`src/rtl/hpre_pkg.sv`:
```
`timescale 1ns/1ps
package hpre_pkg;
  localparam int FW   = 10;
  localparam int EW   = 5;
  localparam int BIAS = 15;
  localparam int NFLG = 5;
  localparam int F_INV = 0;
  localparam int F_DZ  = 1;
  localparam int F_OVF = 2;
  localparam int F_UNF = 3;
  localparam int F_INX = 4;

  typedef enum logic [2:0] {
    CL_NAN, CL_INF, CL_ZERO, CL_TINY, CL_HUGE, CL_NORM
  } cls_t;

  // rounding mode: 00 nearest, 01 toward +, 10 toward -, 11 toward zero
  function automatic logic goes_to_inf(input logic [1:0] rm, input logic sgn);
    case (rm)
      2'b00:   return 1'b1;
      2'b01:   return !sgn;
      2'b10:   return sgn;
      default: return 1'b0;
    endcase
  endfunction
endpackage

```
`src/rtl/hpre_classify.sv`:
```
`timescale 1ns/1ps
module hpre_classify
  import hpre_pkg::*;
(
  input  logic [15:0]       op,
  input  logic              flush_in,
  input  logic              ftz,
  output cls_t              cls,
  output logic              snan,
  output logic signed [6:0] eff_exp,
  output logic [FW-1:0]     nfrac
);
  localparam logic [EW-1:0] EMAX     = '1;
  localparam int            HUGE_EXP = 2 * BIAS - 1;

  logic [EW-1:0] ex;
  logic [FW-1:0] fr;
  logic          is_den, is_zero, is_nan, is_inf, is_tiny, is_huge;
  logic [3:0]    lead;

  assign ex = op[14:10];
  assign fr = op[FW-1:0];

  assign is_den  = (ex == '0) && (fr != '0);
  assign is_zero = (ex == '0) && ((fr == '0) || flush_in);
  assign is_nan  = (ex == EMAX) && (fr != '0);
  assign is_inf  = (ex == EMAX) && (fr == '0);
  assign is_tiny = !is_zero && (op[14:0] < 15'h0100);
  assign is_huge = ftz && (int'(ex) >= HUGE_EXP);
  assign snan    = is_nan && !fr[FW-1];

  always_comb begin
    if (is_nan)       cls = CL_NAN;
    else if (is_inf)  cls = CL_INF;
    else if (is_zero) cls = CL_ZERO;
    else if (is_tiny) cls = CL_TINY;
    else if (is_huge) cls = CL_HUGE;
    else              cls = CL_NORM;
  end

  // leading one of a denormal fraction
  always_comb begin
    lead = '0;
    for (int i = 0; i < FW; i++)
      if (fr[i]) lead = 4'(i);
  end

  always_comb begin
    if (is_den) begin
      nfrac   = fr << (FW - int'(lead));
      eff_exp = 7'(int'(lead) - (FW - 1));
    end else begin
      nfrac   = fr;
      eff_exp = 7'(int'(ex));
    end
  end

  always_comb begin
    if (is_nan) assert_nan_first_R2: assert (cls == CL_NAN);
  end
endmodule

```
`src/rtl/hpre_estimate.sv`:
```
`timescale 1ns/1ps
module hpre_estimate
  import hpre_pkg::*;
#(
  parameter int EST_W = 8
) (
  input  logic              sgn,
  input  logic signed [6:0] eff_exp,
  input  logic [FW-1:0]     nfrac,
  output logic [15:0]       res
);
  localparam int RBASE = 2 * BIAS - 1;

  // reciprocal of the interval midpoint, EST_W+1 bits with leading one
  function automatic logic [EST_W:0] recip_sig(input logic [FW-1:0] nf);
    int unsigned den, num;
    den = 2 * ((32'd1 << EST_W) + (32'(nf) >> (FW - EST_W))) + 1;
    num = 32'd1 << (2 * EST_W + 2);
    return (EST_W + 1)'(num / den);
  endfunction

  logic [EST_W:0] q;
  logic [FW:0]    sig;
  logic [FW-1:0]  sub;
  int             rexp;

  assign q = recip_sig(nfrac);

  always_comb begin
    sig = '0;
    sig[FW -: EST_W + 1] = q;
    rexp = RBASE - int'(eff_exp);
    sub  = '0;
    if (rexp >= 1) begin
      res = {sgn, 5'(rexp), sig[FW-1:0]};
    end else begin
      sub = FW'(sig >> (1 - rexp));
      res = {sgn, 5'b0, sub};
    end
  end

  always_comb begin
    assert_est_lead_R9: assert (q[EST_W] === 1'b1 || $isunknown(nfrac));
  end
endmodule

```
`src/rtl/hp_recip_est.sv`:
```
`timescale 1ns/1ps
module hp_recip_est
  import hpre_pkg::*;
#(
  parameter int EST_W = 8
) (
  input  logic        clk,
  input  logic        rst_n,
  input  logic        in_valid,
  input  logic [15:0] in_op,
  input  logic        cfg_flush_in,
  input  logic        cfg_ftz,
  input  logic        cfg_dnan,
  input  logic [1:0]  cfg_rmode,
  output logic        out_valid,
  output logic [15:0] out_res,
  output logic [4:0]  out_flags
);
  localparam logic [15:0] DEF_NAN = 16'h7E00;
  localparam logic [14:0] INF_MAG = 15'h7C00;
  localparam logic [14:0] MAX_MAG = 15'h7BFF;

  // stage 1: decode
  cls_t              c_cls;
  logic              c_snan;
  logic signed [6:0] c_eff;
  logic [FW-1:0]     c_nfrac;

  hpre_classify u_cls (
    .op(in_op), .flush_in(cfg_flush_in), .ftz(cfg_ftz),
    .cls(c_cls), .snan(c_snan), .eff_exp(c_eff), .nfrac(c_nfrac)
  );

  logic              s1_valid, s1_snan, s1_dnan;
  cls_t              s1_cls;
  logic [15:0]       s1_op;
  logic [1:0]        s1_rm;
  logic signed [6:0] s1_eff;
  logic [FW-1:0]     s1_nfrac;

  always_ff @(posedge clk or negedge rst_n) begin
    if (!rst_n) begin
      s1_valid <= 1'b0;
      s1_snan  <= 1'b0;
      s1_dnan  <= 1'b0;
      s1_cls   <= CL_ZERO;
      s1_op    <= '0;
      s1_rm    <= '0;
      s1_eff   <= '0;
      s1_nfrac <= '0;
    end else begin
      s1_valid <= in_valid;
      if (in_valid) begin
        s1_snan  <= c_snan;
        s1_dnan  <= cfg_dnan;
        s1_cls   <= c_cls;
        s1_op    <= in_op;
        s1_rm    <= cfg_rmode;
        s1_eff   <= c_eff;
        s1_nfrac <= c_nfrac;
      end
    end
  end

  // stage 2: estimate and select
  logic [15:0] est_res;

  hpre_estimate #(.EST_W(EST_W)) u_est (
    .sgn(s1_op[15]), .eff_exp(s1_eff), .nfrac(s1_nfrac), .res(est_res)
  );

  logic [15:0]     n_res;
  logic [NFLG-1:0] n_flg;
  logic            sgn;

  assign sgn = s1_op[15];

  always_comb begin
    n_flg = '0;
    unique case (s1_cls)
      CL_NAN: begin
        n_res        = s1_dnan ? DEF_NAN : (s1_op | 16'h0200);
        n_flg[F_INV] = s1_snan;
      end
      CL_INF:  n_res = {sgn, 15'h0};
      CL_ZERO: begin
        n_res       = {sgn, INF_MAG};
        n_flg[F_DZ] = 1'b1;
      end
      CL_TINY: begin
        n_res        = goes_to_inf(s1_rm, sgn) ? {sgn, INF_MAG} : {sgn, MAX_MAG};
        n_flg[F_OVF] = 1'b1;
        n_flg[F_INX] = 1'b1;
      end
      CL_HUGE: begin
        n_res        = {sgn, 15'h0};
        n_flg[F_UNF] = 1'b1;
        n_flg[F_INX] = 1'b1;
      end
      default: n_res = est_res;
    endcase
  end

  always_ff @(posedge clk or negedge rst_n) begin
    if (!rst_n) begin
      out_valid <= 1'b0;
      out_res   <= '0;
      out_flags <= '0;
    end else begin
      out_valid <= s1_valid;
      if (s1_valid) begin
        out_res   <= n_res;
        out_flags <= n_flg;
      end
    end
  end

  assert_valid_follows_R1: assert property (@(posedge clk) disable iff (!rst_n)
    s1_valid |=> out_valid);
  assert_valid_quiet_R1: assert property (@(posedge clk) disable iff (!rst_n)
    !s1_valid |=> !out_valid);
  assert_invalid_quiet_R2: assert property (@(posedge clk) disable iff (!rst_n)
    (out_valid && out_flags[F_INV]) |-> (out_res[14:9] == 6'h3F));
  assert_default_nan_R3: assert property (@(posedge clk) disable iff (!rst_n)
    (s1_valid && s1_cls == CL_NAN && s1_dnan) |=> (out_res == DEF_NAN));
  assert_dz_inf_R5: assert property (@(posedge clk) disable iff (!rst_n)
    (out_valid && out_flags[F_DZ]) |-> (out_res[14:0] == INF_MAG));
  assert_no_overflow_R7: assert property (@(posedge clk) disable iff (!rst_n)
    (out_valid && out_flags[F_OVF]) |->
      (out_flags[F_INX] && (out_res[14:0] == INF_MAG || out_res[14:0] == MAX_MAG)));
  assert_flush_zero_R8: assert property (@(posedge clk) disable iff (!rst_n)
    (out_valid && out_flags[F_UNF]) |-> (out_flags[F_INX] && out_res[14:0] == 15'h0));
  assert_one_cause_R9: assert property (@(posedge clk) disable iff (!rst_n)
    out_valid |-> $onehot0(out_flags[3:0]));
endmodule

```
`config.mk`:
```
export PLATFORM = sky130hd
export DESIGN_NAME = hp_recip_est
export DESIGN_NICKNAME = d
export VERILOG_FILES = /design/src/rtl/hpre_pkg.sv /design/src/rtl/hpre_classify.sv /design/src/rtl/hpre_estimate.sv /design/src/rtl/hp_recip_est.sv
export SDC_FILE = /design/constraint.sdc
export NUM_CORES = 1
export LEC_CHECK = 0
export BUFFER_PORTS_ARGS = -buffer_cell sky130_fd_sc_hd__buf_2
export CORE_UTILIZATION = 30
export CTS_BUF_LIST = sky130_fd_sc_hd__clkbuf_4 sky130_fd_sc_hd__clkbuf_8
export CTS_CLUSTER_SIZE = 25
export DETAILED_ROUTE_END_ITERATION = 10
export MAX_ROUTING_LAYER = met4
export PLACE_DENSITY = 0.5
export SETUP_SLACK_MARGIN = 0.3
export SKIP_CTS_REPAIR_TIMING = 1
export SYNTH_ARGS = -nofsm -noshare
export SYNTH_HDL_FRONTEND = slang
export SYNTH_SLANG_ARGS = --single-unit
```
`constraint.sdc`:
```
create_clock -name clk -period 20.4 [get_ports clk]
set_input_delay 1.02 -clock clk [delete_from_list [all_inputs] [get_ports clk]]
set_output_delay 1.02 -clock clk [all_outputs]
set_load 0.01 [all_outputs]
```
==> flow_summary.ini, run 1 <==
[sta]
max_freq_ghz = 0.0540
setup_viol = 0
fin_tns_setup_ps = 0
skew_ps = 7.13
tightest_slew_ps = 1250
slew_viol_final = 0
rsz0062_at_grt = false
fin_crit_sh_pct = 90.8
slew_headroom_pct = 16.2
min_period_ps = 18520
hold_viol = 0

[finish]
fin_cells = 1677
layout-drive-gt1-share_pct = 17.9
nets = 1388
synthToLayoutAreaGrowth_pct = 12.3
stdcell_area_um2 = 10500
diodes = 0

[synth]
synth_nets = 1343
ys_types = 107
synth_fa_ha_area_share_pct = 12.3
synthCells = 1232
muxShareOfSynthArea_pct = 6.45
synth_compound_area_share_pct = 33.0
synth_warnings = 0
syn_area_um2 = 9310
synth_top_family_by_area = compound AO/OA/AOI/OAI gates
synthXorXnorAreaFrac_pct = 6.87
synth-simple-area-share_pct = 20.9
synth-edff-count = 0
ys_seq_area_share_pct = 15.9
synth_seq_cells = 59
avgSynthCellArea_um2 = 7.56
synth-async-reset-ratio_pct = 100
synthFlopType = dfrtp_1

[detailed_routing]
ant_nets = 0
drc = 0
drt_iter0_markers = 610
vias_per_cell = 5.60
drtPass1Iterations = 5
drt-total-wl_um = 29300
num_vias = 9392
wl_per_cell_um = 17.5

[die]
die_w_um = 178
num_io_pins = 46
dieArea_um2 = 31700
placementRows = 64
core-area_um2 = 30600
start_util_pct = 30.4
die_h_um = 178

[placed_design]
dpl-instance-area_um2 = 10100
post-dp-hpwl_um = 23400
routabilityCongestion = 0.897
io_buffers = 45
placed_cells = 1655

[run_status]
outcome = complete, no violations

[global_route]
gr-total-overflow = 0
grt_max_degree = 60
grt_antenna_before_repair = 0
grt_use_total_pct = 19.3
grt_pass1_wl_um = 48000
grt_pass1_vias = 8983

[clocking]
numCtsBuffers = 9
cts_root_buffer = clkbuf_8
cts_tree = built
cts_sinks = 59
clk_path_buf_depth = 2
clk_pin_slew_worst_paths_ps = 70
htree_levels = 3
clk_latency_ps = 340

[run]
maxCapViolCount = 0

[worst_hold_path]
hp-class = register to register

[setup_path]
start_kind = register
crit_type = register to register
slowest_delay_ps = 490
worstSetupEndpointType = register
path_max_fanout = 20
path_common_cell = a21oi_1
arrival_ps = 18750
required_ps = 20620
cp_slowest_cell = fa_1
[cell usage after synthesis, types with 13 or more instances]
cell	count	area, µm²
a21oi_1	134	671
nor2_1	123	462
nand2_1	100	375
o21ai_0	93	465
ha_1	80	1000
dfrtp_1	58	1450
inv_1	52	195
xnor2_1	48	420
clkbuf_1	38	143
nor3_1	38	190
mux2_2	30	338
nand3_1	28	140
mux2i_1	24	240
o21bai_1	23	173
a21o_1	21	158
xor2_1	20	175
a31oi_1	18	113
nor4_1	15	93.8
o211ai_1	13	97.6
[cell families (layout without fill, tap and decap cells)]
kind of cell	Yosys count	count (layout)
AO/OA/AOI/OAI	453	453
AND/OR/NAND/NOR	399	399
buffers and inverters	109	158
adder cells (fa/ha/maj)	87	87
XOR/XNOR	70	70
flip-flops	59	59
multiplexers	55	55
[layout by cell type (no fill, tap or decap), types with 11 or more instances in the layout]
cell type | synthesis | layout
a21oi_1 | 134 | 126
nor2_1 | 123 | 121
nand2_1 | 100 | 100
o21ai_0 | 93 | 87
ha_1 | 80 | 78
dfrtp_1 | 58 | 57
inv_1 | 52 | 51
xnor2_1 | 48 | 48
buf_2 | 6 | 45
buf_4 | 2 | 38
nor3_1 | 38 | 37
mux2_2 | 30 | 30
nand3_1 | 28 | 28
mux2i_1 | 24 | 23
o21bai_1 | 23 | 23
a21o_1 | 21 | 21
xor2_1 | 20 | 20
a31oi_1 | 18 | 17
nor4_1 | 15 | 13
o211ai_1 | 13 | 13
nand2b_1 | 11 | 11
or2_2 | 11 | 11
o31ai_1 | 11 | 11
[sequential cells by signal, indices dropped and copies added, names as in the netlist]
name,cells
out_res,16
s1_op,15
s1_nfrac,8
s1_eff,6
out_flags,5
s1_cls,3
s1_rm,2
out_valid,1
s1_dnan,1
s1_snan,1
s1_valid,1
[critical path: cells and delay by family, from the launching register on]
kind / cells / cell delay, ps
compound gates: 53 / 9320
fa+ha+maj: 8 / 2440
buf+inv: 8 / 1280
flops: 1 / 450
mux: 1 / 310
simple gates: 24 / 4570
[per-stage QoR]
stage               util, %  hold WS [ps]  setup WS [ps]
finish                 34.2           506           1880
global route           34.2           529            261
CTS                    33.5           507           -251
detailed placement     32.9           484           -139
global placement       32.9           463            367
floorplan                 -           352            345
[worst paths after layout]
| kind | from | endpoint | slack, ps | cells after the start |
|---|---|---|---|---|
| max | s1_nfrac[2] | out_res[0] | 1880 | 94 |
| min | out_flags[1] | out_flags[1] | 510 | 2 |
| max reg2reg | s1_nfrac[2] | out_res[0] | 1880 | 94 |
| min reg2reg | out_flags[1] | out_flags[1] | 510 | 2 |
| max in group asynchronous | rst_n | s1_nfrac[8] | 19000 | 2 |
| min in group asynchronous | rst_n | out_res[13] | 840 | 2 |
[routing by layer]
metal	track usage, %	wire length [µm]
met3	1.21	902
met1	26.1	14200
met4	3.60	352
met2	31.6	13900
met5	-	0
[area by class of cell]
class	count	area, µm²
Clock buffer	11	145
Inverter	60	229
Fill cell	3305	20100
Tap cell	396	495
Clock inverter	4	51.3
Multi-Input combinational cell	1064	7550
Timing Repair Buffer	83	510
Sequential cell	59	1480
Power of run 1 is not shown: default switching activity piles up to over one toggle a cycle in this logic, so the estimate is an artifact.
==> inputs of run 2 (changes only) <==
--- a/config.mk
+++ b/config.mk
@@ -6,12 +6,14 @@
 export NUM_CORES = 1
 export LEC_CHECK = 0
 export BUFFER_PORTS_ARGS = -buffer_cell sky130_fd_sc_hd__buf_2
+export CELL_PAD_IN_SITES_DETAIL_PLACEMENT = 0
+export CELL_PAD_IN_SITES_GLOBAL_PLACEMENT = 1
 export CORE_UTILIZATION = 30
 export CTS_BUF_LIST = sky130_fd_sc_hd__clkbuf_4 sky130_fd_sc_hd__clkbuf_8
 export CTS_CLUSTER_SIZE = 25
 export DETAILED_ROUTE_END_ITERATION = 10
 export MAX_ROUTING_LAYER = met4
-export PLACE_DENSITY = 0.5
+export PLACE_DENSITY = 0.62
 export SETUP_SLACK_MARGIN = 0.3
 export SKIP_CTS_REPAIR_TIMING = 1
 export SYNTH_ARGS = -nofsm -noshare
==> run 2 against run 1 <==
  * Worst setup slack worse by 7.4 ps
  * Register-to-register slack hardly changed
  * Cell count grew 0.18%
  * Hold slack worse by 1.4 ps
  * Clock-buffer cell count increased by 1
  * Non-clock buffer count rose by 2
  * Critical path type unchanged
  * Highest routed layer unchanged
==> flow_summary.ini, run 2 (synthesized netlist as in run 1, its figures left out) <==
[global_route]
grt_antenna_before_repair = 0
grt_max_degree = 60
gr-total-overflow = 0
grt_pass1_vias = 9089
grt_use_total_pct = 19.8
grt_pass1_wl_um = 48600

[sta]
hold_viol = 0
skew_ps = 8.22
max_freq_ghz = 0.0540
fin_crit_sh_pct = 90.8
tightest_slew_ps = 1000
slew_viol_final = 0
slew_headroom_pct = 33.3
setup_viol = 0
min_period_ps = 18530
rsz0062_at_grt = false

[clocking]
cts_sinks = 59
clk_path_buf_depth = 2
htree_levels = 3
cts_root_buffer = clkbuf_8
clk_pin_slew_worst_paths_ps = 70
cts_tree = built
clk_latency_ps = 350
numCtsBuffers = 9

[detailed_routing]
drtPass1Iterations = 5
wl_per_cell_um = 17.9
num_vias = 9341
ant_nets = 0
vias_per_cell = 5.56
drt-total-wl_um = 30100
drc = 0
drt_iter0_markers = 603

[die]
dieArea_um2 = 31700
die_h_um = 178
start_util_pct = 30.4
placementRows = 64
num_io_pins = 46
core-area_um2 = 30600
die_w_um = 178

[setup_path]
crit_type = register to register
arrival_ps = 18760
critPathTopFamily = compound AO/OA/AOI/OAI gates
critPathBufInv = 16
required_ps = 20630
path_common_cell = a21oi_2
worstSetupEndpointType = register
start_kind = register
slowest_delay_ps = 470
path_max_fanout = 20
cp_slowest_cell = o41a_1

[finish]
diodes = 0
largest_registers = out_res: 16 flops, s1_op: 15 flops, s1_nfrac: 8 flops
largest_reg_flops = 16
final_cell_mix = a21oi_1, nor2_1, nand2_1
nets = 1390
layout-drive-gt1-share_pct = 17.8
fill_cells = 3351
regMostFlops = out_res
synthToLayoutAreaGrowth_pct = 12.8
stdcell_area_um2 = 10500

[placed_design]
dpl-instance-area_um2 = 10100
routabilityCongestion = 0.903
post-dp-hpwl_um = 24300
io_buffers = 45

[run_status]
outcome = complete, no violations

[worst_hold_path]
hp-class = register to register

[run]
maxCapViolCount = 0
run 2: cell types whose count changed in the layout (fill, tap and decap cells not counted), moves of 2 or more:
cell / delta
a21oi_2: +5
ha_1: +2
o21ai_2: -3
ha_2: -2
a21oi_1: -5
clkinvlp_4: -2
o21ai_1: +2
inv_2: -2
run 2: through the flow:
stage | util (%) | worst slack (ps) | TNS, ps | hold WS [ps] | cells
finish | 34.3 | 1870 | 0 | 504 | 1680
global route | 34.3 | 218 | 0 | 524 | 1680
CTS | 33.8 | -293 | -654 | 512 | 1677
detailed placement | 33.0 | -172 | -298 | 496 | 1661
global placement | 33.0 | 339 | 0 | 490 | 1661
floorplan | - | 345 | 0 | 352 | 1232
run 2: final timing paths:
kind	startpoint	end	slack (ps)	cells after the start
min reg2reg	out_res[4]	out_res[4]	500	1
max	s1_nfrac[8]	out_res[0]	1870	97
min in group asynchronous	rst_n	out_res[10]	810	2
max reg2reg	s1_nfrac[8]	out_res[0]	1870	97
min	out_res[4]	out_res[4]	500	1
max in group asynchronous	rst_n	s1_op[5]	19060	2
run 2: area by class of cell:
cell class / instances / area, µm² / area share, %
Clock inverter: 4 / 73.8 / 0.703
Clock buffer: 12 / 153 / 1.45
Sequential cell: 59 / 1480 / 14.1
Inverter: 60 / 228 / 2.17
Timing Repair Buffer: 85 / 529 / 5.04
Tap cell: 396 / 495 / 4.72
Multi-Input combinational cell: 1064 / 7550 / 71.9
run 2: worst reg2reg max path, delay by kind of cell (launching register included):
kind,cells,cell delay (ps)
adder cells (fa/ha/maj),8,2360
AO/OA/AOI/OAI,49,8260
AND/OR/NAND/NOR,21,4100
buffers and inverters,16,2230
multiplexers,3,980
flip-flops,1,460
run 2: metal layers:
| layer | GRT usage (%) | wire length, µm |
|---|---|---|
| met2 | 33.8 | 14600 |
| met1 | 25.6 | 14200 |
| met3 | 1.26 | 779 |
| met4 | 4.70 | 507 |
| met5 | - | 0 |
Power of run 2 is left out for the same reason.
